--- src/rtl/tirq_pkg.sv ---
package tirq_pkg;

    typedef enum logic [0:0] {
        ARB_IDLE  = 1'b0,
        ARB_GRANT = 1'b1
    } arb_state_e;

endpackage

--- src/rtl/tirq_req_lines.sv ---
module tirq_req_lines #(
    parameter int NUM_SRC   = 11,
    parameter int LVL_W     = 3,
    localparam int NUM_LINES = (1 << LVL_W) - 1
) (
    input  logic [NUM_SRC-1:0]       src_pend,
    input  logic [NUM_SRC*LVL_W-1:0] src_lvl,
    output logic [NUM_LINES-1:0]     req_lines
);

    // one hit matrix row per level line, OR-reduced across sources
    for (genvar k = 1; k <= NUM_LINES; k++) begin : g_line
        logic [NUM_SRC-1:0] hit;
        for (genvar i = 0; i < NUM_SRC; i++) begin : g_src
            assign hit[i] = src_pend[i] && (src_lvl[i*LVL_W +: LVL_W] == LVL_W'(k));
        end
        assign req_lines[k-1] = |hit;
    end

endmodule

--- src/rtl/tirq_pick.sv ---
module tirq_pick #(
    parameter int NUM_SRC = 11,
    parameter int LVL_W   = 3,
    parameter int PRIO_W  = 4,
    localparam int SHR_W  = PRIO_W - 1,
    localparam int IDX_W  = $clog2(NUM_SRC)
) (
    input  logic                     clk,
    input  logic                     rst_n,
    input  logic [NUM_SRC-1:0]       src_pend,
    input  logic [NUM_SRC*LVL_W-1:0] src_lvl,
    input  logic [NUM_SRC-1:0]       src_arb,
    input  logic [SHR_W-1:0]         shared_prio,
    input  logic [LVL_W-1:0]         arb_level,
    input  logic [PRIO_W-1:0]        arb_prio,
    output logic                     any_hit,
    output logic [IDX_W-1:0]         win_idx,
    output logic [NUM_SRC-1:0]       win_mask
);

    logic [NUM_SRC-1:0] elig;

    // a source qualifies when it is pending at the arbitrated non-zero level
    // and its own bit completes the presented priority code
    for (genvar i = 0; i < NUM_SRC; i++) begin : g_elig
        assign elig[i] = src_pend[i]
                      && (arb_level != '0)
                      && (src_lvl[i*LVL_W +: LVL_W] == arb_level)
                      && ({shared_prio, src_arb[i]} == arb_prio);
    end

    assign any_hit = |elig;

    // fixed priority: lowest index wins
    always_comb begin
        logic found;
        found    = 1'b0;
        win_idx  = '0;
        win_mask = '0;
        for (int i = 0; i < NUM_SRC; i++) begin
            if (elig[i] && !found) begin
                found       = 1'b1;
                win_idx     = IDX_W'(i);
                win_mask[i] = 1'b1;
            end
        end
    end

    AST_ONE_WINNER: assert property (@(posedge clk) disable iff (!rst_n)
        $onehot0(win_mask));
    AST_WIN_IS_LOWEST: assert property (@(posedge clk) disable iff (!rst_n)
        any_hit |-> (((win_mask & elig) == win_mask) && (((win_mask - NUM_SRC'(1)) & elig) == '0)));
    AST_LEVEL_ZERO_SILENT: assert property (@(posedge clk) disable iff (!rst_n)
        (arb_level == '0) |-> !any_hit);

endmodule

--- src/rtl/tirq_grant_fsm.sv ---
module tirq_grant_fsm
    import tirq_pkg::*;
#(
    parameter int IDX_W      = 4,
    parameter int VEC_BASE_W = 2,
    parameter int SRC_NUM_W  = 6,
    localparam int VEC_W     = VEC_BASE_W + SRC_NUM_W
) (
    input  logic                  clk,
    input  logic                  rst_n,
    input  logic                  arb_start,
    input  logic                  arb_ack,
    input  logic                  any_hit,
    input  logic [IDX_W-1:0]      win_idx,
    input  logic [VEC_BASE_W-1:0] vec_base,
    output logic                  win_o,
    output logic [IDX_W-1:0]      idx_o,
    output logic [VEC_W-1:0]      vec_o
);

    arb_state_e state_q, state_d;

    // next-state logic
    always_comb begin
        state_d = state_q;
        unique case (state_q)
            ARB_IDLE:  if (arb_start && any_hit) state_d = ARB_GRANT; // claim
            ARB_GRANT: if (arb_ack)              state_d = ARB_IDLE;  // release
            default:                             state_d = ARB_IDLE;
        endcase
    end

    always_ff @(posedge clk or negedge rst_n) begin
        if (!rst_n) state_q <= ARB_IDLE;
        else        state_q <= state_d;
    end

    // registered outputs, loaded on claim and cleared on release
    always_ff @(posedge clk or negedge rst_n) begin
        if (!rst_n) begin
            win_o <= 1'b0;
            idx_o <= '0;
            vec_o <= '0;
        end else begin
            unique case (state_q)
                ARB_IDLE: begin
                    if (arb_start && any_hit) begin
                        win_o <= 1'b1;
                        idx_o <= win_idx;
                        vec_o <= {vec_base, SRC_NUM_W'(win_idx)};
                    end
                end
                ARB_GRANT: begin
                    if (arb_ack) begin
                        win_o <= 1'b0;
                        idx_o <= '0;
                        vec_o <= '0;
                    end
                end
                default: begin
                    win_o <= 1'b0;
                    idx_o <= '0;
                    vec_o <= '0;
                end
            endcase
        end
    end

    AST_HOLD_STABLE: assert property (@(posedge clk) disable iff (!rst_n)
        (state_q == ARB_GRANT && !arb_ack) |=> (win_o && $stable(idx_o) && $stable(vec_o)));
    AST_ACK_RELEASE: assert property (@(posedge clk) disable iff (!rst_n)
        (state_q == ARB_GRANT && arb_ack) |=> (!win_o && vec_o == '0 && idx_o == '0));
    AST_NO_SPONTANEOUS_WIN: assert property (@(posedge clk) disable iff (!rst_n)
        (state_q == ARB_IDLE && !arb_start) |=> !win_o);
    AST_DECLINE_SILENT: assert property (@(posedge clk) disable iff (!rst_n)
        (state_q == ARB_IDLE && arb_start && !any_hit) |=> !win_o);

endmodule

--- src/rtl/tirq_arbiter.sv ---
module tirq_arbiter #(
    parameter int NUM_SRC    = 11,
    parameter int LVL_W      = 3,
    parameter int PRIO_W     = 4,
    parameter int VEC_BASE_W = 2,
    parameter int SRC_NUM_W  = 6,
    localparam int NUM_LINES = (1 << LVL_W) - 1,
    localparam int SHR_W     = PRIO_W - 1,
    localparam int IDX_W     = $clog2(NUM_SRC),
    localparam int VEC_W     = VEC_BASE_W + SRC_NUM_W
) (
    input  logic                     clk,
    input  logic                     rst_n,
    input  logic [NUM_SRC-1:0]       src_pend,
    input  logic [NUM_SRC*LVL_W-1:0] src_lvl,
    input  logic [NUM_SRC-1:0]       src_arb,
    input  logic [SHR_W-1:0]         shared_prio,
    input  logic [VEC_BASE_W-1:0]    vec_base,
    input  logic                     arb_start,
    input  logic [LVL_W-1:0]         arb_level,
    input  logic [PRIO_W-1:0]        arb_prio,
    input  logic                     arb_ack,
    output logic [NUM_LINES-1:0]     req_lines,
    output logic                     arb_win,
    output logic [IDX_W-1:0]         win_src,
    output logic [VEC_W-1:0]         irq_vec
);

    logic               any_hit;
    logic [IDX_W-1:0]   pick_idx;
    logic [NUM_SRC-1:0] pick_mask;

    tirq_req_lines #(
        .NUM_SRC (NUM_SRC),
        .LVL_W   (LVL_W)
    ) u_lines (
        .src_pend  (src_pend),
        .src_lvl   (src_lvl),
        .req_lines (req_lines)
    );

    tirq_pick #(
        .NUM_SRC (NUM_SRC),
        .LVL_W   (LVL_W),
        .PRIO_W  (PRIO_W)
    ) u_pick (
        .clk         (clk),
        .rst_n       (rst_n),
        .src_pend    (src_pend),
        .src_lvl     (src_lvl),
        .src_arb     (src_arb),
        .shared_prio (shared_prio),
        .arb_level   (arb_level),
        .arb_prio    (arb_prio),
        .any_hit     (any_hit),
        .win_idx     (pick_idx),
        .win_mask    (pick_mask)
    );

    tirq_grant_fsm #(
        .IDX_W      (IDX_W),
        .VEC_BASE_W (VEC_BASE_W),
        .SRC_NUM_W  (SRC_NUM_W)
    ) u_fsm (
        .clk       (clk),
        .rst_n     (rst_n),
        .arb_start (arb_start),
        .arb_ack   (arb_ack),
        .any_hit   (any_hit),
        .win_idx   (pick_idx),
        .vec_base  (vec_base),
        .win_o     (arb_win),
        .idx_o     (win_src),
        .vec_o     (irq_vec)
    );

    AST_QUIET_LINES: assert property (@(posedge clk) disable iff (!rst_n)
        (src_pend == '0) |-> (req_lines == '0));
    AST_VEC_TAIL: assert property (@(posedge clk) disable iff (!rst_n)
        arb_win |-> (irq_vec[SRC_NUM_W-1:0] == SRC_NUM_W'(win_src)));
    AST_IDLE_OUTPUTS_CLEAR: assert property (@(posedge clk) disable iff (!rst_n)
        !arb_win |-> (win_src == '0 && irq_vec == '0));

endmodule

--- config.mk ---
export PLATFORM = sky130hd
export DESIGN_NAME = tirq_arbiter
export DESIGN_NICKNAME = d
export VERILOG_FILES = /design/src/rtl/tirq_pkg.sv /design/src/rtl/tirq_req_lines.sv /design/src/rtl/tirq_pick.sv /design/src/rtl/tirq_grant_fsm.sv /design/src/rtl/tirq_arbiter.sv
export SDC_FILE = /design/constraint.sdc
export NUM_CORES = 1
export LEC_CHECK = 0
export ABC_AREA = 0
export CORE_UTILIZATION = 40
export CTS_BUF_LIST = sky130_fd_sc_hd__clkbuf_16
export CTS_CLUSTER_SIZE = 30
export DETAILED_ROUTE_END_ITERATION = 10
export PLACE_DENSITY = 0.81
export SETUP_SLACK_MARGIN = 0.02
export SLEW_MARGIN = 20
export SYNTH_ARGS = -nofsm -noshare
export SYNTH_HDL_FRONTEND = slang
export SYNTH_HIERARCHICAL = 1
export SYNTH_SLANG_ARGS = --single-unit
--- constraint.sdc ---
create_clock -name clk -period 2.4 [get_ports clk]
set_input_delay 0.24 -clock clk [delete_from_list [all_inputs] [get_ports clk]]
set_output_delay 0.24 -clock clk [all_outputs]
set_load 0.01 [all_outputs]
==> impl_metrics.ini, run 1 <==
[logic_synthesis]
yosys_warnings = 6
syn_avg_cell_area_um2 = 7.80
syn_area_um2 = 2140
synthCells = 274

[final_layout]
nNetsFinal = 499
final_util_pct = 73.7
final_area_um2 = 3790
mostFrequentLayoutCells = 80 x clkdlybuf4s50_1, 67 x buf_4, 26 x nand4b_1
drive_above_1_share_pct = 26.1
final_common_cell = clkdlybuf4s50_1
final_cells = 496
syn_to_final_growth_pct = 77.1
antennaDiodeCount = 0

[die]
core_um2 = 5140
ios = 91
die_width_um = 75.1
initial_utilization_pct = 41.6
die_h_um = 75.1
die_area_um2 = 5640
rows = 26

[critical_path]
critPathLaunchType = primary input
reg2reg_setup_slack_ns = 1.31
worst_ep_arrival_time_ns = 2.53
cp_max_fo = 6
max_stage_delay_ns = 0.49
crit_top_cell = buf_4
r2r_cells = 2
critical-path-slowest-cell = clkdlybuf4s50_1
crit_type = primary input to flip-flop
end_kind = flip-flop
reg2reg_from = u_fsm/state_q$_DFF_PN0_
cp_cell_sequence = clkdlybuf4s50_1 > buf_4 > xnor2_1 > nand2_1 > nor4_1 > buf_4 > nor4b_1 > o21bai_1 > a21oi_1 > nand4b_1 > o211ai_2
r2r_end = u_fsm/idx_o[1]$_DFFE_PN0P_
required_ns = 2.56

[clocking]
clockBufferDepth = 2
root_buffer = clkbuf_16
cts.sinks = 8
cts_inserted_buffers = 3
clkTransAtPathRegs_ns = 0.04
ctsHoldBuffers = 0
clk_latency_ns = 0.24
cts_tree = done
cts_max_level = 1

[power_and_ir_drop]
worst_ir_drop_vdd_uv = 413
p_sw_share_pct = 35.2
combPwrFrac_pct = 61.7
leakagePower_nw = 1.56
p_per_area_nw_per_um2 = 355
p_int_w = 0.000872
pwr-share-clk_pct = 21.3
power_switching_w = 0.000473
seq_power_share_pct = 17.0

[grt]
track_usage_pct = 30.2
overflow = 0
antenna_found_initial = 0
grt_pass1_vias = 2735
grt_max_degree = 21
grt_first_pass_wirelength_um = 12900

[route]
post-route-drc-count = 0
drt-pass1-iter-count = 5
viasPerCell = 5.99
drtAntennaViolNets = 0
vias = 2969
dr.first_iter.drc_count = 197
wl_um = 8600
wl_per_cell_um = 17.3

[timing]
finalHoldViolations = 0
period_needed_ns = 2.38
setup_viol = 0
fin_skew_ns = 0.000992
fmax_mhz = 421
tightestPinTransition_ns = 0.551
max-slew-margin-rel_pct = 62.8
finalSetupTns_ns = 0
final_max_slew_viol_count = 0
timing.final.ws_setup_ns = 0.0233
fin_crit_sh_pct = 99.0

[min_path]
hold_class = primary input to asynchronous set/reset pin

[flow_run]
maxCapViolCount = 0

[placed_design]
dp_hpwl_um = 6790
io_buffers = 88
placed_cell_area_um2 = 3520
gp_congestion = 1.01
dp_cells = 487
pre_cts_ws_ns = -0.400

[run_status]
outcome = complete, no violations
-- power by group through the flow --
stage,combinational [W],clock (W),sequential [W]
6_report,0.000830,0.000286,0.000229
5_1_grt,0.000890,0.000298,0.000239
4_1_cts,0.000805,0.000290,0.000228
3_5_place_dp,0.000789,0,0.000230
3_3_place_gp,0.000772,0,0.000222
2_1_floorplan,0.000327,0,0.000240
-- registers in the layout, summed over array words and instances, names as in the netlist --
register / flops
u_fsm/idx_o: 3
u_fsm/state_q: 1
u_fsm/vec_o: 3
u_fsm/win_o: 1
-- area by class of cell --
type	count	area [um2]
flip-flops and latches	8	200
fillers	400	1350
repair buffers	163	1480
clock buffers	3	75.1
multi-input cells	243	1910
inverters	9	33.8
well taps	70	87.6
-- worst max-delay path by stage --
stage / depth (start not counted) / endpoint / slack, ns / from
2_1_floorplan: 10 / u_fsm/idx_o[0]$_DFFE_PN0P_ / 0.22 / arb_level[1]
3_3_place_gp: 10 / u_fsm/vec_o[6]$_DFFE_PN0P_ / -0.29 / arb_level[0]
3_5_place_dp: 9 / u_fsm/vec_o[7]$_DFFE_PN0P_ / -0.40 / arb_level[1]
4_1_cts: 7 / req_lines[3] / 0.03 / src_lvl[8]
5_1_grt: 10 / u_fsm/idx_o[1]$_DFFE_PN0P_ / -0.07 / arb_prio[0]
6_report: 11 / u_fsm/idx_o[1]$_DFFE_PN0P_ / 0.02 / src_lvl[31]
-- per-stage QoR --
step           total power (W)  hold WS [ns]
3_3_place_gp          0.000994         0.532
5_1_grt                0.00143         0.293
3_5_place_dp           0.00102         0.533
6_report               0.00135         0.275
2_1_floorplan         0.000566       -0.0556
4_1_cts                0.00132         0.287
-- worst max-delay path, delay by kind of cell --
family,cells,cell delay [ns]
AND/OR/NAND/NOR,4,0.90
buffers and inverters,3,0.85
AO/OA/AOI/OAI,3,0.42
XOR/XNOR,1,0.13
-- routing by layer --
metal	up-vias	routed length, um	global-route usage (%)
li1	1373	-	-
met1	1372	3220	36.4
met2	192	4340	55.1
met3	32	732	2.68
met4	0	310	11.9
met5	-	0	0
-- what timing repair did --
action | in CTS | in global routing
endpoints found under the setup margin | 10 | 11
setup buffers | 2 | 2
resized for setup | 12 | 25
gates cloned | 1 | 1
pin swaps | 0 | 8
(Power assumes the default switching activity.)
==> inputs of run 2 (changes only) <==
- GPL_TIMING_DRIVEN: not set -> 0
==> impl_metrics.ini, run 2 (synthesized netlist as in run 1, its figures left out) <==
[timing]
fmax_mhz = 429
max-slew-margin-rel_pct = 61.4
fin_crit_sh_pct = 97.2
finalSetupTns_ns = 0
rsz0062_at_grt = true
timing.final.ws_setup_ns = 0.0681
tightestPinTransition_ns = 0.573
fin_skew_ns = 0.00226
period_needed_ns = 2.33
finalHoldViolations = 0
final_max_slew_viol_count = 0
setup_viol = 0
hold_slack_ns = 0.287

[critical_path]
critical-path-slowest-cell = clkdlybuf4s50_1
max_stage_delay_ns = 0.55
path_delay_family = simple AND/OR/NAND/NOR gates
path_buf_inv = 3
worst_ep_arrival_time_ns = 2.48
critPathLaunchType = primary input
required_ns = 2.55
end_kind = flip-flop
crit_top_cell = buf_6
crit_type = primary input to flip-flop
cp_max_fo = 9
cp_cell_sequence = clkdlybuf4s50_1 > nand2_1 > nor4_2 > o21a_1 > or4b_4 > nand2b_1 > buf_6 > and2_4 > buf_6 > o211ai_2

[power_and_ir_drop]
p_sw_share_pct = 35.4
pwr-share-clk_pct = 22.0
p_int_w = 0.000828
p_per_area_nw_per_um2 = 383
worst_ir_drop_vdd_uv = 329
power_switching_w = 0.000454
combPwrFrac_pct = 60.6
leakagePower_nw = 1.47
seq_power_share_pct = 17.5

[grt]
track_usage_pct = 26.7
overflow = 0
antenna_found_initial = 0
grt_pass1_vias = 2365
grt_max_degree = 11
grt_first_pass_wirelength_um = 11300

[flow_run]
maxCapViolCount = 0

[final_layout]
drive_above_1_share_pct = 14.7
final_common_cell = clkdlybuf4s50_1
mostFrequentLayoutCells = 37 x clkdlybuf4s50_1, 27 x dlygate4sd2_1, 26 x nand4b_1
antennaDiodeCount = 0
nNetsFinal = 446
reg_top3 = u_fsm/idx_o (3), u_fsm/vec_o (3)
syn_to_final_growth_pct = 56.6
final_util_pct = 65.2

[route]
post-route-drc-count = 0
dr.first_iter.drc_count = 153
vias = 2643
wl_per_cell_um = 17.4
drt-pass1-iter-count = 5
wl_um = 7710
viasPerCell = 5.97
drtAntennaViolNets = 0

[die]
initial_utilization_pct = 41.6
die_h_um = 75.1
core_um2 = 5140
ios = 91
die_area_um2 = 5640
rows = 26
die_width_um = 75.1

[placed_design]
gp_congestion = 0.918
dp_hpwl_um = 5670
pre_cts_ws_ns = -0.528
io_buffers = 87

[clocking]
ctsHoldBuffers = 0
cts_tree = done
clkTransAtPathRegs_ns = 0.04
cts_max_level = 1
cts_inserted_buffers = 3
clockBufferDepth = 2
cts.sinks = 8
clk_latency_ns = 0.23
root_buffer = clkbuf_16

[run_status]
outcome = complete, no violations

[min_path]
hold_class = primary input to asynchronous set/reset pin
-- run 2: cell count changes in the layout (fill, tap and decap cells not counted), sizes merged, moves of 2 or more --
cell and change:
buf -51, clkbuf +3, clkdlybuf4s15 +2, clkdlybuf4s50 -43, dlygate4sd2 +24, dlymetal6s2s +13
-- run 2: path summary, 6_finish.rpt --
path	end	depth (start not counted)	slack, ns	from
min	u_fsm/idx_o[2]$_DFFE_PN0P_	1	0.29	rst_n
min in group clk	u_fsm/state_q$_DFF_PN0_	3	0.29	arb_start
max in group asynchronous	u_fsm/vec_o[6]$_DFFE_PN0P_	1	1.83	rst_n
max	u_fsm/idx_o[1]$_DFFE_PN0P_	10	0.07	src_pend[0]
min reg2reg	u_fsm/win_o$_DFFE_PN0P_	2	0.57	u_fsm/win_o$_DFFE_PN0P_
max reg2reg	u_fsm/vec_o[7]$_DFFE_PN0P_	3	1.43	u_fsm/state_q$_DFF_PN0_
-- run 2: cell type report --
type,count,area [um2]
timing repair buffer,95,927
inverter,9,33.8
multi-input combinational,242,1880
sequential,8,200
buffer,16,144
tap,70,87.6
fill,468,1790
clock buffer,3,75.1
-- run 2: per-layer routing --
metal,vias up,part of all wire (%),GRT usage [%]
li1,1264,-,-
met1,1207,40,32.0
met2,147,49,47.6
met3,25,7.3,2.95
met4,0,3.5,11.9
met5,-,0,0
-- run 2: repair_timing --
item,CTS,global route
buffers inserted,5,1
endpoints found under the setup margin,10,10
pin swaps,4,4
gates resized for setup,45,37
cloned,2,0
-- run 2: power by group through the flow --
stage          combinational (W)  sequential (W)  clock, W
2_1_floorplan           0.000327        0.000240         0
3_3_place_gp            0.000741        0.000221         0
3_5_place_dp            0.000754        0.000226         0
4_1_cts                 0.000760        0.000226  0.000284
5_1_grt                 0.000838        0.000231  0.000289
6_report                0.000776        0.000224  0.000281
-- run 2: metrics by stage --
| stage | std cells | total power (W) | cell area, um2 |
|---|---|---|---|
| 4_1_cts | 442 | 0.00127 | 3250 |
| 2_1_floorplan | 275 | 0.000566 | 2140 |
| 3_3_place_gp | 432 | 0.000961 | 3100 |
| 3_5_place_dp | 432 | 0.000979 | 3100 |
| 6_report | 443 | 0.00128 | 3350 |
| 5_1_grt | 443 | 0.00136 | 3350 |
